<file path="src/rtl/fbk_pkg.sv">
package fbk_pkg;

    // Per-channel configuration held by the register stage
    typedef struct packed {
        logic brk_en;   // break sources other than software are honoured
        logic bid;      // bidirectional (open-drain) drive allowed
        logic pol_hi;   // 1: line level 1 means fault
        logic dsrm;     // disarm request
    } fbk_chcfg_t;

endpackage

</file>
<file path="src/rtl/fbk_sync.sv">
module fbk_sync #(
    parameter int unsigned W      = 2,
    parameter int unsigned STAGES = 2,
    parameter logic [W-1:0] RST_VAL = '1
) (
    input  logic         clk_i,
    input  logic         rst_ni,
    input  logic [W-1:0] d_i,
    output logic [W-1:0] q_o
);

    logic [STAGES-1:0][W-1:0] stg_d, stg_q;

    always_comb begin
        stg_d[0] = d_i;
        for (int i = 1; i < STAGES; i++) begin
            stg_d[i] = stg_q[i-1];
        end
    end

    always_ff @(posedge clk_i or negedge rst_ni) begin
        if (!rst_ni) begin
            stg_q <= {STAGES{RST_VAL}};
        end else begin
            stg_q <= stg_d;
        end
    end

    assign q_o = stg_q[STAGES-1];

endmodule

</file>
<file path="src/rtl/fbk_cfg.sv">
module fbk_cfg
    import fbk_pkg::*;
#(
    parameter int unsigned NCH   = 2,
    parameter int unsigned LOCKW = 2
) (
    input  logic                   clk_i,
    input  logic                   rst_ni,
    input  logic                   wr_i,
    input  logic [NCH-1:0]         brk_en_i,
    input  logic [NCH-1:0]         bid_i,
    input  logic [NCH-1:0]         pol_hi_i,
    input  logic [NCH-1:0]         dsrm_i,
    input  logic [LOCKW-1:0]       lock_i,
    output fbk_chcfg_t [NCH-1:0]   cfg_o,
    output logic [LOCKW-1:0]       lock_o
);

    typedef struct packed {
        fbk_chcfg_t [NCH-1:0] ch;
        logic [LOCKW-1:0]     lock;
    } cfg_state_t;

    cfg_state_t st_d, st_q;

    always_comb begin
        st_d = st_q;
        if (wr_i) begin
            for (int c = 0; c < NCH; c++) begin
                st_d.ch[c].brk_en = brk_en_i[c];
                st_d.ch[c].pol_hi = pol_hi_i[c];
                st_d.ch[c].dsrm   = dsrm_i[c];
                // frozen once any lock level is in force
                if (st_q.lock == '0) begin
                    st_d.ch[c].bid = bid_i[c];
                end
            end
            // lock only ever climbs until reset
            if (lock_i > st_q.lock) begin
                st_d.lock = lock_i;
            end
        end
    end

    always_ff @(posedge clk_i or negedge rst_ni) begin
        if (!rst_ni) begin
            st_q <= '0;
        end else begin
            st_q <= st_d;
        end
    end

    assign cfg_o  = st_q.ch;
    assign lock_o = st_q.lock;

endmodule

</file>
<file path="src/rtl/fbk_chan.sv">
module fbk_chan
    import fbk_pkg::*;
#(
    parameter int unsigned NSRC = 3
) (
    input  logic            clk_i,
    input  logic            rst_ni,
    input  fbk_chcfg_t      cfg_i,
    input  logic            moe_i,
    input  logic [NSRC-1:0] int_i,
    input  logic            sw_i,
    input  logic            line_i,
    input  logic            flag_clr_i,
    output logic            pd_o,
    output logic            flag_o,
    output logic            evt_o
);

    typedef struct packed {
        logic pd;
        logic flag;
    } chan_state_t;

    chan_state_t st_d, st_q;

    logic line_act;
    logic int_any;
    logic hw_src;
    logic drive_ok;
    logic dsrm_eff;
    logic drive_src;

    always_comb begin
        line_act  = cfg_i.pol_hi ? line_i : ~line_i;
        int_any   = |int_i;
        hw_src    = cfg_i.brk_en & (int_any | line_act);
        evt_o     = sw_i | hw_src;
        // open-drain drive only with active-low polarity
        drive_ok  = cfg_i.bid & ~cfg_i.pol_hi;
        // disarm honoured only once outputs are already off
        dsrm_eff  = cfg_i.dsrm & ~moe_i;
        // software break reaches the line only with break enabled
        drive_src = hw_src | (cfg_i.brk_en & sw_i) | st_q.pd;

        st_d.pd   = drive_ok & cfg_i.brk_en & ~dsrm_eff & drive_src;
        st_d.flag = evt_o | (st_q.flag & ~flag_clr_i);
    end

    always_ff @(posedge clk_i or negedge rst_ni) begin
        if (!rst_ni) begin
            st_q <= '0;
        end else begin
            st_q <= st_d;
        end
    end

    assign pd_o   = st_q.pd;
    assign flag_o = st_q.flag;

endmodule

</file>
<file path="src/rtl/fbk_ctrl.sv">
module fbk_ctrl
    import fbk_pkg::*;
#(
    parameter int unsigned NCH    = 2,
    parameter int unsigned NSRC   = 3,
    parameter int unsigned LOCKW  = 2,
    parameter int unsigned SYNC_N = 2
) (
    input  logic                 clk_i,
    input  logic                 rst_ni,
    input  logic [NCH*NSRC-1:0]  int_fault_i,
    input  logic [NCH-1:0]       sw_brk_i,
    input  logic [NCH-1:0]       pin_i,
    output logic [NCH-1:0]       pd_en_o,
    input  logic                 cfg_wr_i,
    input  logic [NCH-1:0]       cfg_brk_en_i,
    input  logic [NCH-1:0]       cfg_bid_i,
    input  logic [NCH-1:0]       cfg_pol_hi_i,
    input  logic [NCH-1:0]       cfg_dsrm_i,
    input  logic [LOCKW-1:0]     cfg_lock_i,
    input  logic                 moe_i,
    input  logic [NCH-1:0]       flag_clr_i,
    output logic [NCH-1:0]       brk_flag_o,
    output logic                 moe_clr_o,
    output logic                 safe_o
);

    typedef struct packed {
        logic moe_clr;
    } top_state_t;

    top_state_t st_d, st_q;

    fbk_chcfg_t [NCH-1:0] cfg_q;
    logic [LOCKW-1:0]     lock_q;
    logic [NCH-1:0]       line_s;
    logic [NCH-1:0]       evt;

    fbk_cfg #(
        .NCH   (NCH),
        .LOCKW (LOCKW)
    ) u_cfg (
        .clk_i    (clk_i),
        .rst_ni   (rst_ni),
        .wr_i     (cfg_wr_i),
        .brk_en_i (cfg_brk_en_i),
        .bid_i    (cfg_bid_i),
        .pol_hi_i (cfg_pol_hi_i),
        .dsrm_i   (cfg_dsrm_i),
        .lock_i   (cfg_lock_i),
        .cfg_o    (cfg_q),
        .lock_o   (lock_q)
    );

    fbk_sync #(
        .W       (NCH),
        .STAGES  (SYNC_N),
        .RST_VAL ({NCH{1'b1}})
    ) u_sync (
        .clk_i  (clk_i),
        .rst_ni (rst_ni),
        .d_i    (pin_i),
        .q_o    (line_s)
    );

    for (genvar c = 0; c < NCH; c++) begin : g_ch
        fbk_chan #(
            .NSRC (NSRC)
        ) u_chan (
            .clk_i      (clk_i),
            .rst_ni     (rst_ni),
            .cfg_i      (cfg_q[c]),
            .moe_i      (moe_i),
            .int_i      (int_fault_i[c*NSRC +: NSRC]),
            .sw_i       (sw_brk_i[c]),
            .line_i     (line_s[c]),
            .flag_clr_i (flag_clr_i[c]),
            .pd_o       (pd_en_o[c]),
            .flag_o     (brk_flag_o[c]),
            .evt_o      (evt[c])
        );
    end

    always_comb begin
        st_d         = st_q;
        st_d.moe_clr = |evt;
    end

    always_ff @(posedge clk_i or negedge rst_ni) begin
        if (!rst_ni) begin
            st_q <= '0;
        end else begin
            st_q <= st_d;
        end
    end

    assign moe_clr_o = st_q.moe_clr;
    assign safe_o    = |brk_flag_o;

endmodule

</file>
<file path="config.mk">
export PLATFORM = sky130hd
export DESIGN_NAME = fbk_ctrl
export DESIGN_NICKNAME = d
export VERILOG_FILES = /design/src/rtl/fbk_pkg.sv /design/src/rtl/fbk_sync.sv /design/src/rtl/fbk_cfg.sv /design/src/rtl/fbk_chan.sv /design/src/rtl/fbk_ctrl.sv
export SDC_FILE = /design/constraint.sdc
export NUM_CORES = 1
export LEC_CHECK = 0
export BUFFER_PORTS_ARGS = -buffer_cell sky130_fd_sc_hd__buf_2
export CORE_MARGIN = 2
export CORE_UTILIZATION = 42
export DETAILED_ROUTE_END_ITERATION = 16
export HOLD_SLACK_MARGIN = 0.15
export PLACE_DENSITY = 0.74
export SYNTH_ARGS = -nofsm -noshare
export SYNTH_HDL_FRONTEND = slang
export SYNTH_SLANG_ARGS = --single-unit
</file>
<file path="constraint.sdc">
create_clock -name clk_i -period 1.35 [get_ports clk_i]
set_input_delay 0.27 -clock clk_i [delete_from_list [all_inputs] [get_ports clk_i]]
set_output_delay 0.27 -clock clk_i [all_outputs]
set_load 0.01 [all_outputs]
</file>
* Yosys cells after proc, flatten, opt, wreduce, memory -nomap -nowiden
Cells that the tools add are included.
W data, S select, Z words.
** Operators by class
- Magnitude comparators :: 1
- Mux-type cells :: 2
- Bitwise gates (word level) :: 35
- Reductions and logical operators :: 7
** Operators by type and width (number)
- $and A1 B1 Y1 :: 16
- $or A1 B1 Y1 :: 10
- $not A1 Y1 :: 9
- $reduce_or A3 Y1 :: 2
- $reduce_and A2 Y1 :: 2
- $reduce_or A2 Y1 :: 2
- $gt A2 B2 Y1 :: 1
- $logic_not A2 Y1 :: 1
- $mux W1 :: 2
** Word-level totals
- Flip-flop bits (word level) :: 19
- Bits of input ports :: 26
- Output and inout port bits :: 6
- Logic and storage cells :: 61

* Logic depth before layout (Yosys ltp)
Gate-level depths: netlist of run 1.
- Word-level depth :: 7
- Mapped depth :: 5
- Depth with buffers taken out :: 5

* Modules after synthesis
A second synthesis of run 1 with hierarchy kept.
** Unflattened totals
- Cells, all modules :: 58
- Area total of the unflattened synthesis :: 818.3 um^2
** By module, submodules not included
- fbk_cfg :: times used 1, cells an instance 29, area an instance 450.4 um^2
- fbk_chan :: times used 2, cells an instance 11, area an instance 112.6 um^2
- fbk_sync :: times used 1, cells an instance 4, area an instance 105.1 um^2
- fbk_ctrl :: times used 1, cells an instance 3, area an instance 37.5 um^2

* Least setup slack after synthesis of run 1
OpenSTA, ideal clock, no wires.
- Kind :: register -> register
- Start :: register u_cfg.st_q, in the netlist u_cfg.lock_o[1]
- End :: register u_cfg.st_q, in the netlist u_cfg.lock_o[0]
- Data arrival time :: 1.335 ns
- Required time :: 1.225 ns
- Setup slack :: -0.110 ns
- Cell stages (with the launch flop) :: 6
- Clock period less this slack :: 1.460 ns
- Cells stage by stage :: dfrtp_1 -> inv_1 -> ha_1 -> nor2b_1 -> o211ai_1 -> mux2_2
** Between the ends
- Longest elaborated chain between the ends :: 2
** Ends and longest elaborated chain
- start: declaration :: line fbk_cfg.sv:24 : cfg_state_t st_d, st_q;
- start signal: assignment :: line fbk_cfg.sv:49 : st_q <= st_d;
- $gt A2 B2 Y1 :: line fbk_cfg.sv:39 : if (lock_i > st_q.lock) begin
- $reduce_and A2 Y1 (no line)
No other way between the ends.
A chain may end at the register's enable or synchronous reset.

* Worst setup path after layout of run 1
- Start :: register u_cfg.st_q, in the netlist u_cfg.lock_o[1]
- End :: register u_cfg.st_q, in the netlist u_cfg.lock_o[1]
Same word-level chain as after synthesis.

==> out/results.ini, run 1 <==
[placement]
placedInstanceArea_sq_um = 1005
routabilityCongestion = 0.6939
io_buffers = 31
dp_hpwl_mm = 1.161
dp.cells = 118

[sta]
finalSetupViolCount = 2
fin_crit_ns = 1.492
maxSlewViolCount = 0
fin_ws_ns = -0.1422
holdWs_ns = 0.2027
period_share = 1.105
skew_ns = 0.002197
setup_tns_ns = -0.2788
fmax_ghz = 0.6701
rsz0062_at_grt = yes
hold_viol = 0
worst_slew_pin_slew_ns = 0.4012
maxSlewHeadroom = 0.7325

[run_status]
violations = negative setup slack
status = finished, violations left

[drt]
drc = 0
first_iter_violations = 3
vias = 594
wirelength_mm = 1.444
drt-pass1-iter-count = 2
via_per_inst = 4.677
wl_per_cell_um = 11.37
detail-route-antenna-nets = 0

[logic_synthesis]
synthSimpleGateAreaFrac = 0.1208
netlist.area_leader.share = 0.4532
yosys_warnings = 0
synth_top_cell_by_area = dfrtp_1
syn_area_per_cell_sq_um = 13.36
synth-xor-area-share = 0.02115
synthTopCellsByArea = dfrtp_1 (45%), mux2_2 (14%), dfstp_2 (13%)
synthArstFlopShare = 1.000
synthAdderAreaFrac = 0.03021
synth-compound-area-share = 0.05136
synthMuxAreaShare = 0.1360
ys.flop_type = dfrtp_1
synth_most_common_cell = dfrtp_1
synth-edff-count = 0
yosysSeqAreaShare = 0.5801
synth_cell_type_count = 19
synth_top_family_by_area = multiplexers
netlist_area_sq_um = 828.3
ys_ff_latch = 19
ys_top_cells_by_count = dfrtp_1 (15), mux2_2 (10), buf_4 (4), dfstp_2 (4), inv_1 (4)
syn-num-nets = 90
postSynthCellCount = 62

[worst_setup_path]
endpoint_kind = flop
critPathLaunch = u_cfg.lock_o[1]
crit_required_ns = 1.54
crit_arrival_ns = 1.68
r2r-start = u_cfg.lock_o[1]
crit_type = flop to flop
cp-start-kind = flop
crit_path_max_fanout = 2
r2r.worst_path.cells = 5
worstReg2RegEnd = u_cfg.lock_o[1]
critPathCapture = u_cfg.lock_o[1]
ff2ff_setup_slack_ns = -0.14

[floorplan]
start_util = 0.4355
rows = 16
coreArea_sq_um = 1902
die_y_um = 48.41
die_area_sq_um = 2344
ioPinCount = 32
die_w_um = 48.41

[grt]
grt_pass1_wl_mm = 2.608
grt_overflow = 0
grt_usage = 0.1456
first_global_vias = 624
grt_max_degree = 20
antenna_found_initial = 0

[clock_network]
htree_levels = 1
cts-buffers-inserted = 3
cts_tree = built
clock_sinks = 19
postCtsSetupBuffers = 0
clk_path_buf_depth = 2
root_buffer = clkbuf_4
clkLatencyLatePin_ns = 0.29
path_clk_slew_ns = 0.10

[power]
combPwrFrac = 0.283
ir_worst_vdd_v = 0.0007703
switching_share = 0.2718
p_per_area_nw_per_um2 = 1283
switching_power_uw = 381.7
leakage_uw = 0.0005063
internal-power_uw = 1023
clock_power_share = 0.197
seq_power_share = 0.520

[flow_run]
maxCapViolCount = 0

[layout]
syn2layout_area_growth_pct = 32.18
n_antenna_cell = 0
final_cells = 127
layout-drive-gt1-share = 0.6000
fin_nets = 129
final_cell_area_sq_um = 1095

[min_path]
holdCritPathClass = input pin to flop

## layout by cell type, fill, tap and decap left out, types with 3 or more instances in the layout
master	netlist	final
dfstp_2	4	4
dlygate4sd3_1	0	5
buf_2	1	31
dfrtp_1	15	15
mux2_2	10	10
inv_1	4	3
clkbuf_4	0	3
nand2_1	3	3
buf_4	4	3
nor3_1	3	3
## how the worst min path moves through the flow
stage	cells after the start	startpoint	slack, ns	to
after floorplan	0	rst_ni	-0.03	g_ch[0].u_chan.flag_o
final	2	cfg_brk_en_i[1]	0.20	u_cfg.cfg_o[7]
after CTS	2	cfg_brk_en_i[1]	0.19	u_cfg.cfg_o[7]
after global placement	1	rst_ni	0.22	g_ch[1].u_chan.flag_o
after detailed placement	1	rst_ni	0.23	g_ch[1].u_chan.pd_o
after global routing	2	cfg_brk_en_i[1]	0.19	u_cfg.cfg_o[7]
## registers in the layout (all words and copies together), names as in the netlist
name,flops
u_cfg.cfg_o,8
g_ch.u_chan.flag_o,2
g_ch.u_chan.pd_o,2
u_cfg.lock_o,2
u_sync.q_o,2
u_sync.stg_d,2
moe_clr_o,1
## layer usage
| layer | global-route usage | share of wire | vias to the layer above |
|---|---|---|---|
| li1 | - | - | 285 |
| met1 | 0.1595 | 0.40 | 285 |
| met2 | 0.2616 | 0.53 | 20 |
| met3 | 0.03704 | 0.057 | 4 |
| met4 | 0.07143 | 0.018 | 0 |
| met5 | 0 | 0 | - |
## cells by family after synthesis
| kind of cell | Yosys count |
|---|---|
| adder cells (fa/ha/maj) | 2 |
| buffers and inverters | 9 |
| flip-flops | 19 |
| XOR/XNOR | 2 |
| multiplexers | 10 |
| AO/OA/AOI/OAI | 5 |
| AND/OR/NAND/NOR | 15 |
## area by class of cell
cell class	count	area, sq um
Fill cell	174	807.0
Sequential cell	19	480.5
Multi-Input combinational cell	34	310.3
Timing Repair Buffer	39	227.7
Tap cell	27	33.78
Clock buffer	3	22.52
Inverter	4	15.01
Clock inverter	1	5.005
## power by group through the flow
stage	Sequential, uW	Clock, uW	Combinational, uW
after global placement	737	0	350
after detailed placement	741	0	372
final	730	276	397
after floorplan	738	0	234
after global routing	746	319	448
after CTS	733	294	402
## metrics by stage
stage,setup WS (ns),total power (uW),util
after CTS,-0.1730,1429,0.5757
after global placement,-0.1207,1087,0.5283
after floorplan,-0.1097,971.8,-
after global routing,-0.2078,1513,0.5757
after detailed placement,-0.2045,1113,0.5283
final,-0.1422,1404,0.5757
## worst max-delay path, cell delays in order, from the launching register on
cell	delay, ns
dfrtp_1	0.40
inv_2	0.07
ha_4	0.19
nor2b_1	0.12
o211ai_1	0.24
mux2_2	0.37
## timing repair
action | in CTS | in global routing
hold endpoints to repair | 19 | 0
pin swaps | 1 | 1
setup endpoints to repair | 2 | 2
gates resized for setup | 2 | 0
hold buffers | 5 | 0
Note: power is estimated with default switching activity, not from simulation.
==> run 2, diff against run 1 <==
--- a/config.mk
+++ b/config.mk
@@ -7,10 +7,11 @@
 export LEC_CHECK = 0
 export BUFFER_PORTS_ARGS = -buffer_cell sky130_fd_sc_hd__buf_2
 export CORE_MARGIN = 2
-export CORE_UTILIZATION = 42
+export CORE_UTILIZATION = 41
 export DETAILED_ROUTE_END_ITERATION = 16
 export HOLD_SLACK_MARGIN = 0.15
-export PLACE_DENSITY = 0.74
+export PLACE_DENSITY = 0.73
 export SYNTH_ARGS = -nofsm -noshare
 export SYNTH_HDL_FRONTEND = slang
+export SYNTH_HIERARCHICAL = 1
 export SYNTH_SLANG_ARGS = --single-unit
==> constraint.sdc (replaced) <==
create_clock -name clk_i -period 1.35 [get_ports clk_i]
set_input_delay 0.27 -clock clk_i [delete_from_list [all_inputs] [get_ports clk_i]]
set_output_delay 0.27 -clock clk_i [all_outputs]
set_load 0.005 [all_outputs]
==> run 2 against run 1 <==
- the flow still finishes with violations (negative setup slack)
- wire length increased by 4.7%
- flip-flop and latch count unchanged
- via count decreased by 3.0%
- synthesized cell count decreased by 6.5%
- clock-buffer cell count increased by 1
- first-iteration DRC count decreased by 33%
- sequential share of layout area decreased by 0.84 points
- critical path type unchanged
- largest cell class unchanged
- highest routed layer unchanged
==> out/results.ini, run 2 <==
[run_status]
status = finished, violations left
violations = negative setup slack

[logic_synthesis]
netlist_area_sq_um = 818.3
synthTopCellsByArea = dfrtp_1 (46%), mux2_2 (14%), dfstp_2 (13%)
ys_ff_latch = 19
synth_cell_type_count = 18
synth_most_common_cell = dfrtp_1
yosysSeqAreaShare = 0.5872
synth_top_cell_by_area = dfrtp_1
netlist.area_leader.share = 0.4587
synthArstFlopShare = 1.000
syn-num-nets = 86
ys.flop_type = dfrtp_1
postSynthCellCount = 58
synth-edff-count = 0
yosys_warnings = 6
ys_top_cells_by_count = dfrtp_1 (15), mux2_2 (10), dfstp_2 (4), inv_1 (4), nor3_1 (4)
syn_area_per_cell_sq_um = 14.11

[worst_setup_path]
crit_chain = inv_2 -> ha_4 -> nor2b_4 -> o211ai_4 -> mux2_4
crit_type = flop to flop
cpLargestDelayFamily = flip-flops
cp-start-kind = flop
crit_arrival_ns = 1.58
critical_path.max_stage_delay_ns = 0.40
cp_num_buf_inv = 1
endpoint_kind = flop
critPathSlowestCell = dfrtp_1
crit_path_max_fanout = 2
crit_required_ns = 1.52

[drt]
drt-pass1-iter-count = 2
via_per_inst = 4.571
wl_per_cell_um = 12.00
detail-route-antenna-nets = 0
drc = 0
first_iter_violations = 2
vias = 576
wirelength_mm = 1.512

[sta]
rsz0062_at_grt = yes
skew_ns = 0.005233
worst_slew_pin_slew_ns = 0.4147
fin_crit_ns = 1.407
hold_viol = 0
holdWs_ns = 0.2124
finalSetupViolCount = 2
maxSlewHeadroom = 0.7235
fmax_ghz = 0.7105
maxSlewViolCount = 0
fin_ws_ns = -0.05738
period_share = 1.043

[grt]
grt_pass1_wl_mm = 2.663
top_usage_layer = met2
use_met3 = 0.05247
grt_usage = 0.1464
use_met2 = 0.2443
first_global_vias = 606
grt_overflow = 0
grt_max_degree = 20
antenna_found_initial = 0
met1_usage = 0.1779

[floorplan]
start_util = 0.4258
die_area_sq_um = 2369
die_y_um = 48.68
ioPinCount = 32
die_w_um = 48.68
coreArea_sq_um = 1922
rows = 16

[power]
combPwrFrac = 0.338
p_per_area_nw_per_um2 = 1353
switching_share = 0.2733
internal-power_uw = 1097
switching_power_uw = 412.6
leakage_uw = 0.0005171
ir_worst_vdd_v = 0.0009070
clock_power_share = 0.178
seq_power_share = 0.484

[layout]
final_common_cell = buf_2
layout-drive-gt1-share = 0.6162
final_cell_mix = buf_2 (31), dfrtp_1 (15), mux2_2 (8)
largest_register_ffs = 8
final.fill_count = 179
syn2layout_area_growth_pct = 36.39
n_antenna_cell = 0
fin_nets = 128

[flow_run]
maxCapViolCount = 0

[clock_network]
root_buffer = clkbuf_4
path_clk_slew_ns = 0.09
clk_path_buf_depth = 2
htree_levels = 1
cts_tree = built
clock_sinks = 19
cts-buffers-inserted = 3
clkLatencyLatePin_ns = 0.29

[placement]
pre_cts_ws_ns = -0.1450
io_buffers = 31
dp_hpwl_mm = 1.160
routabilityCongestion = 0.7217

[min_path]
holdCritPathClass = input pin to flop

-- run 2: cell count changes after synthesis, moves of 2 or more --
cell     change
nand2_1      -2
o21ai_1      -2
o22ai_2      -2
o22a_2       +2
or2_1        +2
a21o_1       +2
buf_4        -4
-- run 2: per-stage QoR --
stage	cell area [sq um]	instances	total power [uW]	TNS, ns	util
2_1_floorplan	818.3	58	981.6	-0.2264	-
3_5_place_dp	1018	118	1137	-0.4843	0.5299
4_1_cts	1100	125	1494	-0.1597	0.5723
6_report	1116	126	1510	-0.1107	0.5807
5_1_grt	1116	126	1620	-0.1988	0.5807
3_3_place_gp	1018	118	1114	-0.3425	0.5299
-- run 2: worst paths after layout --
path                                  endpoint  depth (start not counted)  slack [ns]             from
max in group asynchronous      u_sync/stg_d[2]                          2        0.56           rst_ni
min in group asynchronous  g_ch[1].u_chan/pd_o                          2        0.46           rst_ni
hold / removal                  u_cfg/cfg_o[0]                          2        0.21    cfg_dsrm_i[0]
setup reg to reg               u_cfg/lock_o[0]                          5       -0.06  u_cfg/lock_o[1]
hold reg to reg                  u_sync/q_o[0]                          0        0.36  u_sync/stg_d[2]
setup / recovery               u_cfg/lock_o[0]                          5       -0.06  u_cfg/lock_o[1]
-- run 2: cell families after synthesis --
logic type,after synthesis,share of synthesized area
XOR/XNOR,2,0.02141
flip-flops,19,0.5872
AND/OR/NAND/NOR,15,0.1330
adder cells (fa/ha/maj),2,0.03058
AO/OA/AOI/OAI,5,0.05810
buffers and inverters,5,0.03210
multiplexers,10,0.1376
-- run 2: power by group through the flow --
stage                     combinational [uW]  clock, uW  sequential [uW]
after floorplan                          233          0              749
after global placement                   379          0              735
after detailed placement                 399          0              738
after CTS                                476        286              731
final                                    510        269              731
after global routing                     563        314              744
-- run 2: area by class of cell --
class | count | area [sq um] | area share
clock buffers | 4 | 26.28 | 0.02354
flip-flops and latches | 19 | 480.5 | 0.4305
inverters | 4 | 15.01 | 0.01345
well taps | 27 | 33.78 | 0.03027
repair buffers | 38 | 215.2 | 0.1928
multi-input cells | 34 | 345.3 | 0.3094
-- run 2: per-layer routing --
layer,vias up,share of wire
met5,-,0
met4,0,0.0086
met3,2,0.066
met2,19,0.53
met1,271,0.40
li1,284,-
-- run 2: repair_timing --
| action | 4_1_cts | 5_1_grt |
|---|---|---|
| resized for setup | 5 | 1 |
| hold buffers | 3 | 0 |
| pin swaps | 1 | 1 |
| endpoints found under the hold margin | 17 | 0 |
| setup buffers | 0 | 1 |
| endpoints found under the setup margin | 2 | 3 |
